==> src/rtl/eic_pkg.sv <==
package eic_pkg;
  localparam int PORT_W = 8;

  localparam logic [7:0] ADDR_CLEAR  = 8'h01;
  localparam logic [7:0] ADDR_STATUS = 8'h02;
  localparam logic [7:0] ADDR_CTRL   = 8'h03;
  localparam logic [7:0] ADDR_RISE0  = 8'h42;
  localparam logic [7:0] ADDR_FALL0  = 8'h43;
  localparam logic [7:0] PORT_STRIDE = 8'h10;

  localparam int CLR_EDGE_BIT = 1;
  localparam int CLR_OVF_BIT  = 2;

  // bit4..bit0 of the control register
  typedef struct packed {
    logic fall_on;
    logic rise_on;
    logic master_ie;
    logic ovf_ie;
    logic edge_ie;
  } ctl_t;

  function automatic logic [7:0] port_addr(input logic [7:0] base, input int p);
    return base + PORT_STRIDE * 8'(p);
  endfunction
endpackage

==> src/rtl/eic_input_sync.sv <==
module eic_input_sync #(
  parameter int WIDTH = 32
) (
  input  logic             clk,
  input  logic             rst_n,
  input  logic [WIDTH-1:0] raw_in,
  output logic [WIDTH-1:0] cur,
  output logic [WIDTH-1:0] prev
);
  logic [WIDTH-1:0] meta_q, sync_q, prev_q;

  always_ff @(posedge clk) begin
    if (!rst_n) begin
      meta_q <= '0;
      sync_q <= '0;
      prev_q <= '0;
    end else begin
      meta_q <= raw_in;
      sync_q <= meta_q;
      prev_q <= sync_q;
    end
  end

  assign cur  = sync_q;
  assign prev = prev_q;
endmodule

==> src/rtl/eic_edge_detect.sv <==
module eic_edge_detect #(
  parameter int NUM_PORTS = 4,
  localparam int WIDTH = NUM_PORTS * eic_pkg::PORT_W
) (
  input  logic [WIDTH-1:0] cur,
  input  logic [WIDTH-1:0] prev,
  input  logic [WIDTH-1:0] rise_mask,
  input  logic [WIDTH-1:0] fall_mask,
  input  logic             rise_on,
  input  logic             fall_on,
  output logic             hit
);
  localparam int PW = eic_pkg::PORT_W;
  logic [NUM_PORTS-1:0] port_hit;

  for (genvar p = 0; p < NUM_PORTS; p++) begin : g_port
    logic [PW-1:0] up, down;
    assign up   = cur[p*PW +: PW] & ~prev[p*PW +: PW] & rise_mask[p*PW +: PW]
                  & {PW{rise_on}};
    assign down = ~cur[p*PW +: PW] & prev[p*PW +: PW] & fall_mask[p*PW +: PW]
                  & {PW{fall_on}};
    assign port_hit[p] = |(up | down);
  end

  assign hit = |port_hit;
endmodule

==> src/rtl/eic_status.sv <==
module eic_status (
  input  logic          clk,
  input  logic          rst_n,
  input  logic          hit,
  input  logic          clr_edge,
  input  logic          clr_ovf,
  input  eic_pkg::ctl_t ctl,
  output logic          edge_st,
  output logic          ovf_st,
  output logic          master_st
);
  always_ff @(posedge clk) begin
    if (!rst_n) begin
      edge_st <= 1'b0;
      ovf_st  <= 1'b0;
    end else begin
      // a detection in the same cycle beats a clear
      edge_st <= hit | (edge_st & ~clr_edge);
      ovf_st  <= (hit & edge_st) | (ovf_st & ~clr_ovf);
    end
  end

  assign master_st = ctl.master_ie & ((edge_st & ctl.edge_ie) | (ovf_st & ctl.ovf_ie));
endmodule

==> src/rtl/eic_cfg_regs.sv <==
module eic_cfg_regs #(
  parameter int NUM_PORTS = 4,
  localparam int WIDTH = NUM_PORTS * eic_pkg::PORT_W
) (
  input  logic             clk,
  input  logic             rst_n,
  input  logic [7:0]       bus_addr,
  input  logic [7:0]       bus_wdata,
  input  logic             bus_we,
  input  logic             bus_re,
  input  logic             edge_st,
  input  logic             ovf_st,
  input  logic             master_st,
  output eic_pkg::ctl_t    ctl,
  output logic [WIDTH-1:0] rise_mask,
  output logic [WIDTH-1:0] fall_mask,
  output logic             clr_edge,
  output logic             clr_ovf,
  output logic [7:0]       bus_rdata
);
  import eic_pkg::*;
  localparam int PW = PORT_W;

  ctl_t             ctl_q;
  logic [WIDTH-1:0] rise_q, fall_q;
  logic [7:0]       rd_next, rdata_q;

  always_ff @(posedge clk) begin
    if (!rst_n) begin
      ctl_q  <= '0;
      rise_q <= '0;
      fall_q <= '0;
    end else if (bus_we) begin
      if (bus_addr == ADDR_CTRL) ctl_q <= ctl_t'(bus_wdata[4:0]);
      for (int p = 0; p < NUM_PORTS; p++) begin
        if (bus_addr == port_addr(ADDR_RISE0, p)) rise_q[p*PW +: PW] <= bus_wdata;
        if (bus_addr == port_addr(ADDR_FALL0, p)) fall_q[p*PW +: PW] <= bus_wdata;
      end
    end
  end

  always_comb begin
    rd_next = 8'h00;
    if (bus_addr == ADDR_STATUS) rd_next = {5'b0, master_st, ovf_st, edge_st};
    if (bus_addr == ADDR_CTRL)   rd_next = {3'b0, ctl_q};
    for (int p = 0; p < NUM_PORTS; p++) begin
      if (bus_addr == port_addr(ADDR_RISE0, p)) rd_next = rise_q[p*PW +: PW];
      if (bus_addr == port_addr(ADDR_FALL0, p)) rd_next = fall_q[p*PW +: PW];
    end
  end

  always_ff @(posedge clk) begin
    if (!rst_n)      rdata_q <= 8'h00;
    else if (bus_re) rdata_q <= rd_next;
  end

  assign clr_edge  = bus_we && (bus_addr == ADDR_CLEAR) && bus_wdata[CLR_EDGE_BIT];
  assign clr_ovf   = bus_we && (bus_addr == ADDR_CLEAR) && bus_wdata[CLR_OVF_BIT];
  assign ctl       = ctl_q;
  assign rise_mask = rise_q;
  assign fall_mask = fall_q;
  assign bus_rdata = rdata_q;
endmodule

==> src/rtl/edge_irq_ctrl.sv <==
module edge_irq_ctrl #(
  parameter int NUM_PORTS = 4,
  localparam int LINES = NUM_PORTS * eic_pkg::PORT_W
) (
  input  logic             clk,
  input  logic             rst_n,
  input  logic [7:0]       bus_addr,
  input  logic [7:0]       bus_wdata,
  input  logic             bus_we,
  input  logic             bus_re,
  output logic [7:0]       bus_rdata,
  input  logic [LINES-1:0] lines_in,
  output logic             irq
);
  eic_pkg::ctl_t    ctl;
  logic [LINES-1:0] cur, prev, rise_mask, fall_mask;
  logic             hit, clr_edge, clr_ovf, edge_st, ovf_st, master_st;

  eic_input_sync #(.WIDTH(LINES)) u_sync (
    .clk(clk), .rst_n(rst_n), .raw_in(lines_in), .cur(cur), .prev(prev)
  );

  eic_edge_detect #(.NUM_PORTS(NUM_PORTS)) u_detect (
    .cur(cur), .prev(prev), .rise_mask(rise_mask), .fall_mask(fall_mask),
    .rise_on(ctl.rise_on), .fall_on(ctl.fall_on), .hit(hit)
  );

  eic_status u_status (
    .clk(clk), .rst_n(rst_n), .hit(hit), .clr_edge(clr_edge), .clr_ovf(clr_ovf),
    .ctl(ctl), .edge_st(edge_st), .ovf_st(ovf_st), .master_st(master_st)
  );

  eic_cfg_regs #(.NUM_PORTS(NUM_PORTS)) u_regs (
    .clk(clk), .rst_n(rst_n), .bus_addr(bus_addr), .bus_wdata(bus_wdata),
    .bus_we(bus_we), .bus_re(bus_re), .edge_st(edge_st), .ovf_st(ovf_st),
    .master_st(master_st), .ctl(ctl), .rise_mask(rise_mask), .fall_mask(fall_mask),
    .clr_edge(clr_edge), .clr_ovf(clr_ovf), .bus_rdata(bus_rdata)
  );

  assign irq = master_st;
endmodule

==> config.mk <==
export PLATFORM = sky130hd
export DESIGN_NAME = edge_irq_ctrl
export DESIGN_NICKNAME = d
export VERILOG_FILES = /design/src/rtl/eic_pkg.sv /design/src/rtl/eic_input_sync.sv /design/src/rtl/eic_edge_detect.sv /design/src/rtl/eic_status.sv /design/src/rtl/eic_cfg_regs.sv /design/src/rtl/edge_irq_ctrl.sv
export SDC_FILE = /design/constraint.sdc
export NUM_CORES = 1
export LEC_CHECK = 0
export ABC_CLOCK_PERIOD_IN_PS = 2400
export BUFFER_PORTS_ARGS = -buffer_cell sky130_fd_sc_hd__buf_2
export CORE_ASPECT_RATIO = 1.2
export CORE_UTILIZATION = 53
export CTS_CLUSTER_SIZE = 16
export DETAILED_ROUTE_END_ITERATION = 7
export PLACE_DENSITY = 0.8
export SETUP_SLACK_MARGIN = 0.1
export SLEW_MARGIN = 40
export SYNTH_ARGS = -nofsm -noshare
export SYNTH_HDL_FRONTEND = slang
export SYNTH_SLANG_ARGS = --single-unit
==> constraint.sdc <==
create_clock -name clk -period 2.4 [get_ports clk]
set_clock_uncertainty 0.2 [all_clocks]
set_input_delay 0.72 -clock clk [delete_from_list [all_inputs] [get_ports clk]]
set_output_delay 0.72 -clock clk [all_outputs]
set_load 0.02 [all_outputs]
# ---- After elaboration in Yosys (flattened, before gate mapping)
# Cells that the tools add are included.
dict set report totals {
  register_bits 175
  input_bits 52
  out_inout_bits 9
  word_cells 100
}
dict set report classes {
  n_eq_ne 11
  mux 10
  n_bitwise 47
  reduce_logical 13
}
# op n
set op_table {}
lappend op_table {{8-bit bitwise AND} 24}
lappend op_table {{8-bit by 7-bit equality test with 1-bit output (second input constant)} 8}
lappend op_table {{8-bit two-way mux} 8}
lappend op_table {{8-bit NOT} 8}
lappend op_table {{8-bit bitwise OR} 4}
lappend op_table {{32-bit OR reduction} 1}
lappend op_table {{2-bit AND reduction} 9}
lappend op_table {{8-bit by 2-bit equality test with 1-bit output (second input constant)} 2}
lappend op_table {{8-bit by 1-bit equality test with 1-bit output (second input constant)} 1}
lappend op_table {{1-bit bitwise AND} 6}
lappend op_table {{5-bit two-way mux} 1}
lappend op_table {{1-bit logical AND} 3}
lappend op_table {{3-bit two-way mux} 1}
lappend op_table {{1-bit bitwise OR} 3}
lappend op_table {{1-bit NOT} 2}

# ---- Logic depth before layout (Yosys ltp)
# Gate-level depths: netlist of the first run.
dict set report depth {
  depth_word 13
  ltp_mapped 8
  mapped_depth_nobuf 6
}

# ---- Cells and area by module
# Synthesis of the first run repeated with hierarchy kept, for this count alone.
dict set report hier_totals {
  hier_cells 772
  area_unflattened_um2 7159.4
}
# mod instances cells_each area_per_inst_um2 seq_area_each_um2
set modules_own_cells {}
lappend modules_own_cells {eic_cfg_regs 1 454 3877.5 1541.5}
lappend modules_own_cells {eic_input_sync 1 202 2603.7 1921.8}
lappend modules_own_cells {eic_edge_detect 1 107 593.1 0.0}
lappend modules_own_cells {eic_status 1 9 85.1 40.0}

# ---- Worst setup path after synthesis of the first run
# Ideal clock, no wire load.
dict set report synth_path {
  kind {input to register}
  start {in bus_addr[4]}
  end {reg u_regs.fall_q[5], in the netlist u_regs.fall_mask[5]}
  setup_ps 128
  t_arrival_ps 2071
  required_ps 2072
  path_slack_ps 1
  stages 5
  n_path_buf 1
  path_cell_list {buf_6 > or4b_4 > nor3_4 > mux2i_1 > nor2_1}
}
dict set report synth_via {
  elab_chain_cells 2
}
# item line_no
set synth_rtl {}
lappend synth_rtl {{from (decl)} edge_irq_ctrl.sv:7} ;# input logic [7:0] bus_addr,
lappend synth_rtl {{8-bit by 7-bit equality test with 1-bit output} eic_cfg_regs.sv:37} ;# if (bus_addr == port_addr(ADDR_FALL0, p)) fall_q[p*PW +: PW] <= bus_wdata;
lappend synth_rtl {{2-bit AND reduction (no line)} -}
lappend synth_rtl {{to (signal, indexed assignment)} eic_cfg_regs.sv:37}
lappend synth_rtl {{to (decl)} eic_cfg_regs.sv:25} ;# logic [WIDTH-1:0] rise_q, fall_q;
# No other way between the ends.
# A chain may end at the register's enable or synchronous reset.

# ---- Worst setup path in the final report of the first run
dict set report layout_path {
  start {reg u_regs.fall_q[28], in the netlist u_regs.fall_mask[28]}
  end {reg u_status.edge_st}
}
dict set report layout_via {
  elab_chain_cells 5
}
# item line_no
set layout_rtl {}
lappend layout_rtl {{8-bit bitwise AND} eic_edge_detect.sv:20} ;# assign down = ~cur[p*PW +: PW] & prev[p*PW +: PW] & fall_mask[p*PW +: PW]
lappend layout_rtl {{8-bit bitwise AND} eic_edge_detect.sv:21} ;# & {PW{fall_on}};
lappend layout_rtl {{8-bit bitwise OR} eic_edge_detect.sv:22} ;# assign port_hit[p] = |(up | down);
lappend layout_rtl {{32-bit OR reduction} eic_edge_detect.sv:25} ;# assign hit = |port_hit;
lappend layout_rtl {{1-bit bitwise OR} eic_status.sv:18} ;# edge_st <= hit | (edge_st & ~clr_edge);
lappend layout_rtl {{to (signal assigned)} eic_status.sv:18}
lappend layout_rtl {{to (decl)} eic_status.sv:8} ;# output logic edge_st,
# No other way between the ends.

==> results of run 1 <==
[placed cells by master, fill, tap and decap left out, types with 6 or more instances in the layout]
cell       count
o22ai_1       21
nand3b_1      19
a21oi_1       29
o21ai_0       27
mux2i_1       55
nand3_1       30
mux2_2         6
buf_2         60
inv_1         11
a31oi_1        8
nor2_1        80
dfxtp_1      174
and3b_1        8
and2_1        88
buf_4         38
nand2_1       67
clkbuf_16     17
[state kept, by name, summed over array words and instances (netlist names)]
signal and count:
u_regs.rise_mask 32, u_sync.meta_q 32, u_status.ovf_st 1, u_status.edge_st 1
u_sync.prev 32, u_regs.bus_rdata 8, u_regs.ctl 5, u_regs.fall_mask 32
u_sync.cur 32
[per-layer routing]
layer / up-vias / share of wire, %
met2: 278 / 47
met4: 0 / 5.5
met1: 2663 / 41
li1: 2675 / -
met5: - / 0
met3: 73 / 7.0
[metrics by stage]
stage	setup slack (ps)	power (mW)	instances	hold WS, ps
after floorplan	86.8	3.23	732	212
after global placement	-68.8	3.35	955	214
after detailed placement	-62.3	3.36	955	217
after CTS	134	5.93	985	229
after global routing	118	6.09	985	239
final	199	5.89	985	228
[cell type report]
type                            count  area share, %
Timing Repair Buffer              103           8.43
Inverter                           12          0.554
Tap cell                          164           2.52
Clock inverter                     11           1.34
Sequential cell                   175           43.1
Multi-Input combinational cell    501           38.6
Clock buffer                       19           5.45
[timing repair]
action	in CTS	in global routing
cloned	0	0
endpoints found under the setup margin	2	2
gates resized for setup	5	0
pin swaps	1	1
[report_power, final]
| part | total, mW | internal (mW) | switching [mW] | leakage [nW] |
|---|---|---|---|---|
| Sequential | 3.00 | 2.97 | 0.0304 | 1.43 |
| Clock | 2.59 | 1.46 | 1.14 | 0.259 |
| Combinational | 0.298 | 0.126 | 0.172 | 1.71 |
[path summary, 6_finish.rpt]
kind,endpoint,slack (ps),startpoint,depth (start not counted)
worst max-delay path,u_status.edge_st,200,u_regs.fall_mask[28],7
worst min-delay path,u_sync.cur[0],230,u_sync.meta_q[0],1
worst max register to register,u_status.edge_st,200,u_regs.fall_mask[28],7
worst min register to register,u_sync.cur[0],230,u_sync.meta_q[0],1
[logic make-up (layout without fill, tap and decap cells)]
family          count (synthesis)  after routing  synth area share, %
mux                            64             64                 10.0
buf+inv                        56            145                 3.38
simple gates                  326            326                 25.4
flops                         175            175                 51.2
compound gates                111            111                 9.95
[critical path, cell delays in order, from the launching register on]
cell      delay (ps)
dfxtp_1          340
and3b_1          200
a31oi_2          190
nand3_1          100
or4_4            560
nor4_4           180
buf_4            180
o221ai_1         130
==> results.cfg, run 1 <==
[layout]
areaGrowthSynthToFinish_pct = 18.8
diodes = 0
seqCellArea_um2 = 3500
fillers = 1038
stdcell_area_um2 = 8130
drive_gt1_share_pct = 19.1
final_util_pct = 64.5
multiInputGateArea_um2 = 3140
final_nets = 862

[yosys]
synth.largest_area_cell = dfxtp_1
ys_seq_elements = 175
ys_seq_area_share_pct = 51.2
netlist_top_cells_area = dfxtp_1 (51%), and2_1 (8.0%), mux2i_1 (8.0%)
netlist.area_leader.share_pct = 51.2
synth_cells = 732
synth_edf_count = 0
ys.flop_type = dfxtp_1
yosysMostFrequentCell = dfxtp_1
synthArstFlopShare_pct = 0
netlist_area_um2 = 6840
synth.top_cells.by_count = dfxtp_1 (175), and2_1 (88), nor2_1 (80)
yosysUniqueCellTypes = 53
ys_warn_count = 0
synth_nets = 784
syn_area_per_cell_um2 = 9.35

[global_routing]
grt_overflow = 0
grt.total_usage_pct = 29.1
busiest_layer = met2
use_met2_pct = 46.9
grt_pass1_wl_um = 29100
use_met1_pct = 35.3
grt_max_degree = 67
antenna_found_initial = 0
grt_use_met3_pct = 6.32
grt_pass1_vias = 5413

[sta]
tightest_slew_ps = 586
setup_violations = 0
slew_headroom_pct = 60.7
rsz0062_at_grt = false
slew_violations = 0
min_period_ps = 2200
fmax_mhz = 454
finalHoldViolCount = 0
finalCritPeriodShare_pct = 91.7
fin_setup_tns_ps = 0

[setup_path]
crit_required_ps = 2480
cp_max_fo = 3
cp-start-kind = flip-flop
critical_path_class = reg2reg
end_kind = flip-flop
critPathArrivalTime_ps = 2280

[cts]
clockBufferDepth = 2
cts_root_buf = clkbuf_16
cts_sinks = 175
ctsHoldBuffers = 0
cts_buffers = 17
cts_tree = yes
postCtsSetupBuffers = 0
cts_max_level = 4
cts.clk_slew.worst_paths_ps = 70
clock_latency_ps = 420

[pwr]
p_leak_nw = 3.40
ir_drop_v = 0.000419
powerDensity_nw_per_um2 = 725

[die]
start_util_pct = 54.2
io_pins = 61
die_area_um2 = 13400
num_rows = 45
core_area_um2 = 12600
die_h_um = 126
die_w_um = 106

[routing]
first_iter_violations = 462
drcViolationCount = 0
vias_per_cell = 5.78
ant_nets = 0
routed_wl_um = 18900
wl_per_cell_um = 19.2
first_pass_iters = 5
vias = 5689

[placement]
dp_hpwl_um = 14300
placed_area_um2 = 7550
io_buffers = 60
gp_congestion = 0.938

[outcome]
status = finished, final reports clean

[min_path]
holdCritPathClass = reg2reg

[job]
cap_viol_max_count = 0
(Power assumes the default switching activity.)
==> run 2, diff against run 1 <==
--- a/config.mk
+++ b/config.mk
@@ -5,13 +5,14 @@
 export SDC_FILE = /design/constraint.sdc
 export NUM_CORES = 1
 export LEC_CHECK = 0
+export ABC_AREA = 1
 export ABC_CLOCK_PERIOD_IN_PS = 2400
 export BUFFER_PORTS_ARGS = -buffer_cell sky130_fd_sc_hd__buf_2
 export CORE_ASPECT_RATIO = 1.2
 export CORE_UTILIZATION = 53
 export CTS_CLUSTER_SIZE = 16
 export DETAILED_ROUTE_END_ITERATION = 7
-export PLACE_DENSITY = 0.8
+export PLACE_DENSITY = 0.73
 export SETUP_SLACK_MARGIN = 0.1
 export SLEW_MARGIN = 40
 export SYNTH_ARGS = -nofsm -noshare
==> run 2 against run 1 <==
  * Clock power up 3%
  * Sequential cell count unchanged
  * Routed wire length down 8.6%
  * Critical path type is now reg2out
==> results.cfg, run 2 <==
[yosys]
syn_area_per_cell_um2 = 7.33
synth_nets = 1018
netlist.area_leader.share_pct = 49.5
synth_cells = 966
netlist_area_um2 = 7080
synth_top_family_by_area = simple AND/OR/NAND/NOR gates
synthArstFlopShare_pct = 0
ys.flop_type = dfxtp_1
yosysMostFrequentCell = nand2_1
synth.largest_area_cell = dfxtp_1
synthAdderAreaFrac_pct = 0
muxShareOfSynthArea_pct = 0
netlist_top_cells_area = dfxtp_1 (49%), nand2_1 (13%), inv_1 (9.3%)
ys_seq_elements = 175
yosysUniqueCellTypes = 35
synth_edf_count = 0
ys_warn_count = 0
ys_seq_area_share_pct = 49.5
synth_simple_gate_area_share_pct = 27.3
synthXorXnorAreaFrac_pct = 0
synth-compound-area-share_pct = 10.6
synth.top_cells.by_count = nand2_1 (236), dfxtp_1 (175), inv_1 (175)

[cts]
clockBufferDepth = 2
cts.clk_slew.worst_paths_ps = 60
ctsHoldBuffers = 0
cts_buffers = 17
cts_max_level = 4
clock_latency_ps = 420
cts_sinks = 175
cts_root_buf = clkbuf_16
cts_tree = yes

[routing]
vias_per_cell = 4.95
ant_nets = 0
routed_wl_um = 17300
first_iter_violations = 399
drcViolationCount = 0
vias = 5886
first_pass_iters = 6
wl_per_cell_um = 14.5

[placement]
gp_congestion = 0.946
dp_hpwl_um = 12500
io_buffers = 60

[setup_path]
cp-start-kind = flip-flop
worstRegToRegCells = 11
cp_max_fo = 3
critical_path_class = reg2out
startpoint = u_regs.ctl[1]
critPathSlowestCell = dfxtp_1
crit_required_ps = 1480
end_kind = primary output
endpoint = irq
path_cells = nand2_1 > a21boi_1 > buf_2
r2r-start = u_sync.cur[15]
critPathMaxStageDelay_ps = 370
critPathArrivalTime_ps = 1260
r2r-end = u_status.ovf_st
rrSetupSlack_ps = 610

[global_routing]
grt_use_met3_pct = 4.91
busiest_layer = met2
grt_overflow = 0
grt_pass1_vias = 5257
grt_max_degree = 96
grt.total_usage_pct = 26.3
use_met2_pct = 40.5
antenna_found_initial = 0
use_met1_pct = 34.6
grt_pass1_wl_um = 27500

[sta]
tightest_slew_ps = 488
fmax_mhz = 459
rsz0062_at_grt = false
finalHoldViolCount = 0
slew_violations = 0
min_period_ps = 2180
finalCritPeriodShare_pct = 90.8
slew_headroom_pct = 67.5
fin_setup_tns_ps = 0
setup_violations = 0

[min_path]
holdCritPathClass = reg2reg

[die]
die_h_um = 129
io_pins = 61
die_area_um2 = 13800
core_area_um2 = 12800
start_util_pct = 55.2
num_rows = 45
die_w_um = 108

[layout]
areaGrowthSynthToFinish_pct = 13.7
diodes = 0
final_nets = 1066
final_cell_mix = nand2_1 (236), inv_1 (175), dfxtp_1 (175), a21oi_1 (79), nand3_1 (75)
final_util_pct = 62.7
drive_gt1_share_pct = 12.9
final_common_cell = nand2_1
fillers = 1187

[outcome]
status = finished, final reports clean

[pwr]
powerDensity_nw_per_um2 = 737
ir_drop_v = 0.000393
p_leak_nw = 3.94

[job]
cap_viol_max_count = 0
run 2: cell count changes after synthesis, sizes merged, moves of 8 or more:
cell and change:
o22ai -20, and3b -8, and2 -88, mux2i -55, nor2 -29, nand3b -16, nand3 +44, nand2 +183
inv +169, o21ai +29, nor3 +31, a21oi +55, a31oi -9
run 2: layout make-up:
cell class	count	area, um2	share of cell area (%)
clock inverters	8	108	1.34
flip-flops and latches	175	3500	43.5
well taps	164	205	2.55
clock buffers	23	468	5.81
repair buffers	67	393	4.88
inverters	181	688	8.55
multi-input cells	572	2690	33.4
run 2: how the worst min path moves through the flow:
| stage | cells after the start | to | startpoint |
|---|---|---|---|
| final | 2 | u_sync.cur[25] | u_sync.meta_q[25] |
| after global routing | 2 | u_sync.cur[21] | u_sync.meta_q[21] |
| after CTS | 2 | u_sync.cur[25] | u_sync.meta_q[25] |
| after detailed placement | 2 | u_sync.cur[30] | u_sync.meta_q[30] |
| after global placement | 2 | u_sync.cur[22] | u_sync.meta_q[22] |
| after floorplan | 2 | u_sync.cur[0] | u_sync.meta_q[0] |
run 2: metal layers:
layer	vias to the layer above	routed length, um
li1	3089	-
met5	-	0
met4	0	820
met2	237	7650
met1	2513	7560
met3	47	1280
run 2: where the power goes:
part / internal [mW] / switching [mW]
Sequential: 2.97 / 0.0288
Combinational: 0.0821 / 0.176
Clock: 1.59 / 1.09
Total: 4.64 / 1.29
run 2: stage by stage:
stage	hold WS [ps]	cells	cell area [um2]	total power, mW	worst slack [ps]
after CTS	207	1190	8050	5.96	120
after floorplan	190	966	7080	3.22	376
after global routing	227	1190	8050	6.13	104
final	206	1190	8050	5.93	221
after global placement	193	1159	7470	3.32	84.6
after detailed placement	197	1159	7470	3.32	77.1
run 2: kinds of logic (layout without fill, tap and decap cells):
family | Yosys count | in the layout
simple gates | 428 | 428
buf+inv | 219 | 279
compound gates | 144 | 144
flops | 175 | 175
run 2: worst max-delay path: cells and delay by family (launching register included):
kind            cells  cell delay, ps
buf+inv             1             200
compound gates      1             210
flops               1             370
simple gates        1              60
run 2: what timing repair did:
item,4_1_cts,5_1_grt
resized for setup,0,1
hold endpoints to repair,0,0
buffers inserted,0,0
endpoints found under the setup margin,0,1
==> run 3, diff against run 2 <==
--- a/config.mk
+++ b/config.mk
@@ -12,6 +12,8 @@
 export CORE_UTILIZATION = 53
 export CTS_CLUSTER_SIZE = 16
 export DETAILED_ROUTE_END_ITERATION = 7
+export HOLD_SLACK_MARGIN = 0.06
+export MAX_ROUTING_LAYER = met4
 export PLACE_DENSITY = 0.73
 export SETUP_SLACK_MARGIN = 0.1
 export SLEW_MARGIN = 40
==> run 3 against run 2 <==
  * Clock-buffer cell count is the same
  * Combinational power grew 2%
  * Sequential power is essentially flat
  * Critical path type unchanged
==> results.cfg, run 3 (same netlist as run 2, synthesis figures left out) <==
[cts]
cts_max_level = 4
cts_buffers = 17
clock_latency_ps = 420
ctsHoldBuffers = 0
cts_tree = yes
cts_root_buf = clkbuf_16
cts.clk_slew.worst_paths_ps = 70
cts_sinks = 175
clockBufferDepth = 2

[placement]
dp_slack_ps = 62.8
dp_hpwl_um = 12900
io_buffers = 60
gp_congestion = 0.980

[sta]
slew_violations = 0
fin_setup_tns_ps = 0
setup_violations = 0
finalCritPeriodShare_pct = 91.3
tightest_slew_ps = 489
fin_ws_ps = 208
finalHoldViolCount = 0
rsz0062_at_grt = false
slew_headroom_pct = 67.4
fmax_mhz = 456
whs_ps = 209
min_period_ps = 2190

[die]
num_rows = 45
io_pins = 61
start_util_pct = 55.2
core_area_um2 = 12800
die_h_um = 129
die_area_um2 = 13800
die_w_um = 108

[global_routing]
grt_overflow = 0
use_met1_pct = 35.5
grt_max_degree = 51
grt_pass1_wl_um = 28400
busiest_layer = met2
grt_pass1_vias = 5502
use_met2_pct = 43.1
antenna_found_initial = 0
grt_use_met3_pct = 4.26
grt.total_usage_pct = 28.0

[min_path]
worstHoldStart = u_sync.meta_q[25]
worstHoldPathCells = 2
min_to = u_sync.cur[25]
holdCritPathClass = reg2reg

[setup_path]
cp-start-kind = flip-flop
end_kind = primary output
critical_path_class = reg2out
cp_max_fo = 3
r2r-end = u_status.ovf_st
rrSetupSlack_ps = 650
r2r-start = u_regs.rise_mask[4]
crit_required_ps = 1480
worstRegToRegCells = 10
critPathArrivalTime_ps = 1270

[pwr]
ir_drop_v = 0.000430
powerDensity_nw_per_um2 = 726
p_leak_nw = 3.94

[routing]
wl_per_cell_um = 14.7
first_iter_violations = 421
drcViolationCount = 0
routed_wl_um = 17600
vias = 5997
vias_per_cell = 5.04
first_pass_iters = 6
ant_nets = 0

[job]
cap_viol_max_count = 0

[layout]
diodes = 0
final_nets = 1067
final_common_cell = nand2_1
final_cell_mix = nand2_1 (236), inv_1 (175), dfxtp_1 (175), a21oi_1 (79), nand3_1 (75)
final_util_pct = 62.7
drive_gt1_share_pct = 13.0
areaGrowthSynthToFinish_pct = 13.6

[outcome]
status = finished, final reports clean
## run 3: changes by cell type in the layout (fill, tap and decap cells not counted)
cell / previous run / this run
clkinvlp_4: 4 / 3
buf_12: 3 / 4
clkinv_4: 1 / 2
clkinv_2: 1 / 2
bufinv_16: 2 / 1
## run 3: power breakdown
part,internal (mW),leakage (nW),switching [mW]
sequential,2.97,1.43,0.0292
clock,1.48,0.260,1.10
combinational,0.0852,2.25,0.177
total,4.54,3.94,1.30
## run 3: layout make-up
| cell class | instances | area, um2 |
|---|---|---|
| clock buffer | 23 | 468 |
| clock inverter | 8 | 83.8 |
| fill | 1169 | 4790 |
| inverter | 181 | 688 |
| multi-input combinational | 572 | 2690 |
| sequential | 175 | 3500 |
| tap | 164 | 205 |
| timing repair buffer | 68 | 413 |
## run 3: per-layer routing
metal | wire length, um | share of wire (%)
met1 | 7630 | 43
met2 | 7800 | 44
met3 | 1340 | 7.6
met4 | 801 | 4.6
met5 | 0 | 0
## run 3: worst max-delay path by stage
stage / start / to / cells after the start
CTS: u_regs.ctl[1] / irq / 3
global placement: bus_addr[7] / u_regs.rise_mask[31] / 8
finish: u_regs.ctl[1] / irq / 3
floorplan: bus_addr[7] / u_regs.rise_mask[29] / 8
global route: u_regs.ctl[1] / irq / 3
detailed placement: bus_addr[7] / u_regs.rise_mask[31] / 8
## run 3: critical path: stages (launching register included)
cell and delay [ps]:
dfxtp_1 380, nand2_1 60, a21boi_1 210, buf_2 200
## run 3: through the flow
stage	instance area, um2	power (mW)	instances
after floorplan	7080	3.22	966
after global placement	7490	3.32	1160
after detailed placement	7490	3.33	1160
after CTS	8050	5.87	1191
after global routing	8050	6.03	1191
final	8050	5.84	1191
## run 3: timing repair
item                       in CTS  in global routing
buffers inserted                0                  0
resized for setup               0                  1
setup endpoints to repair       0                  1
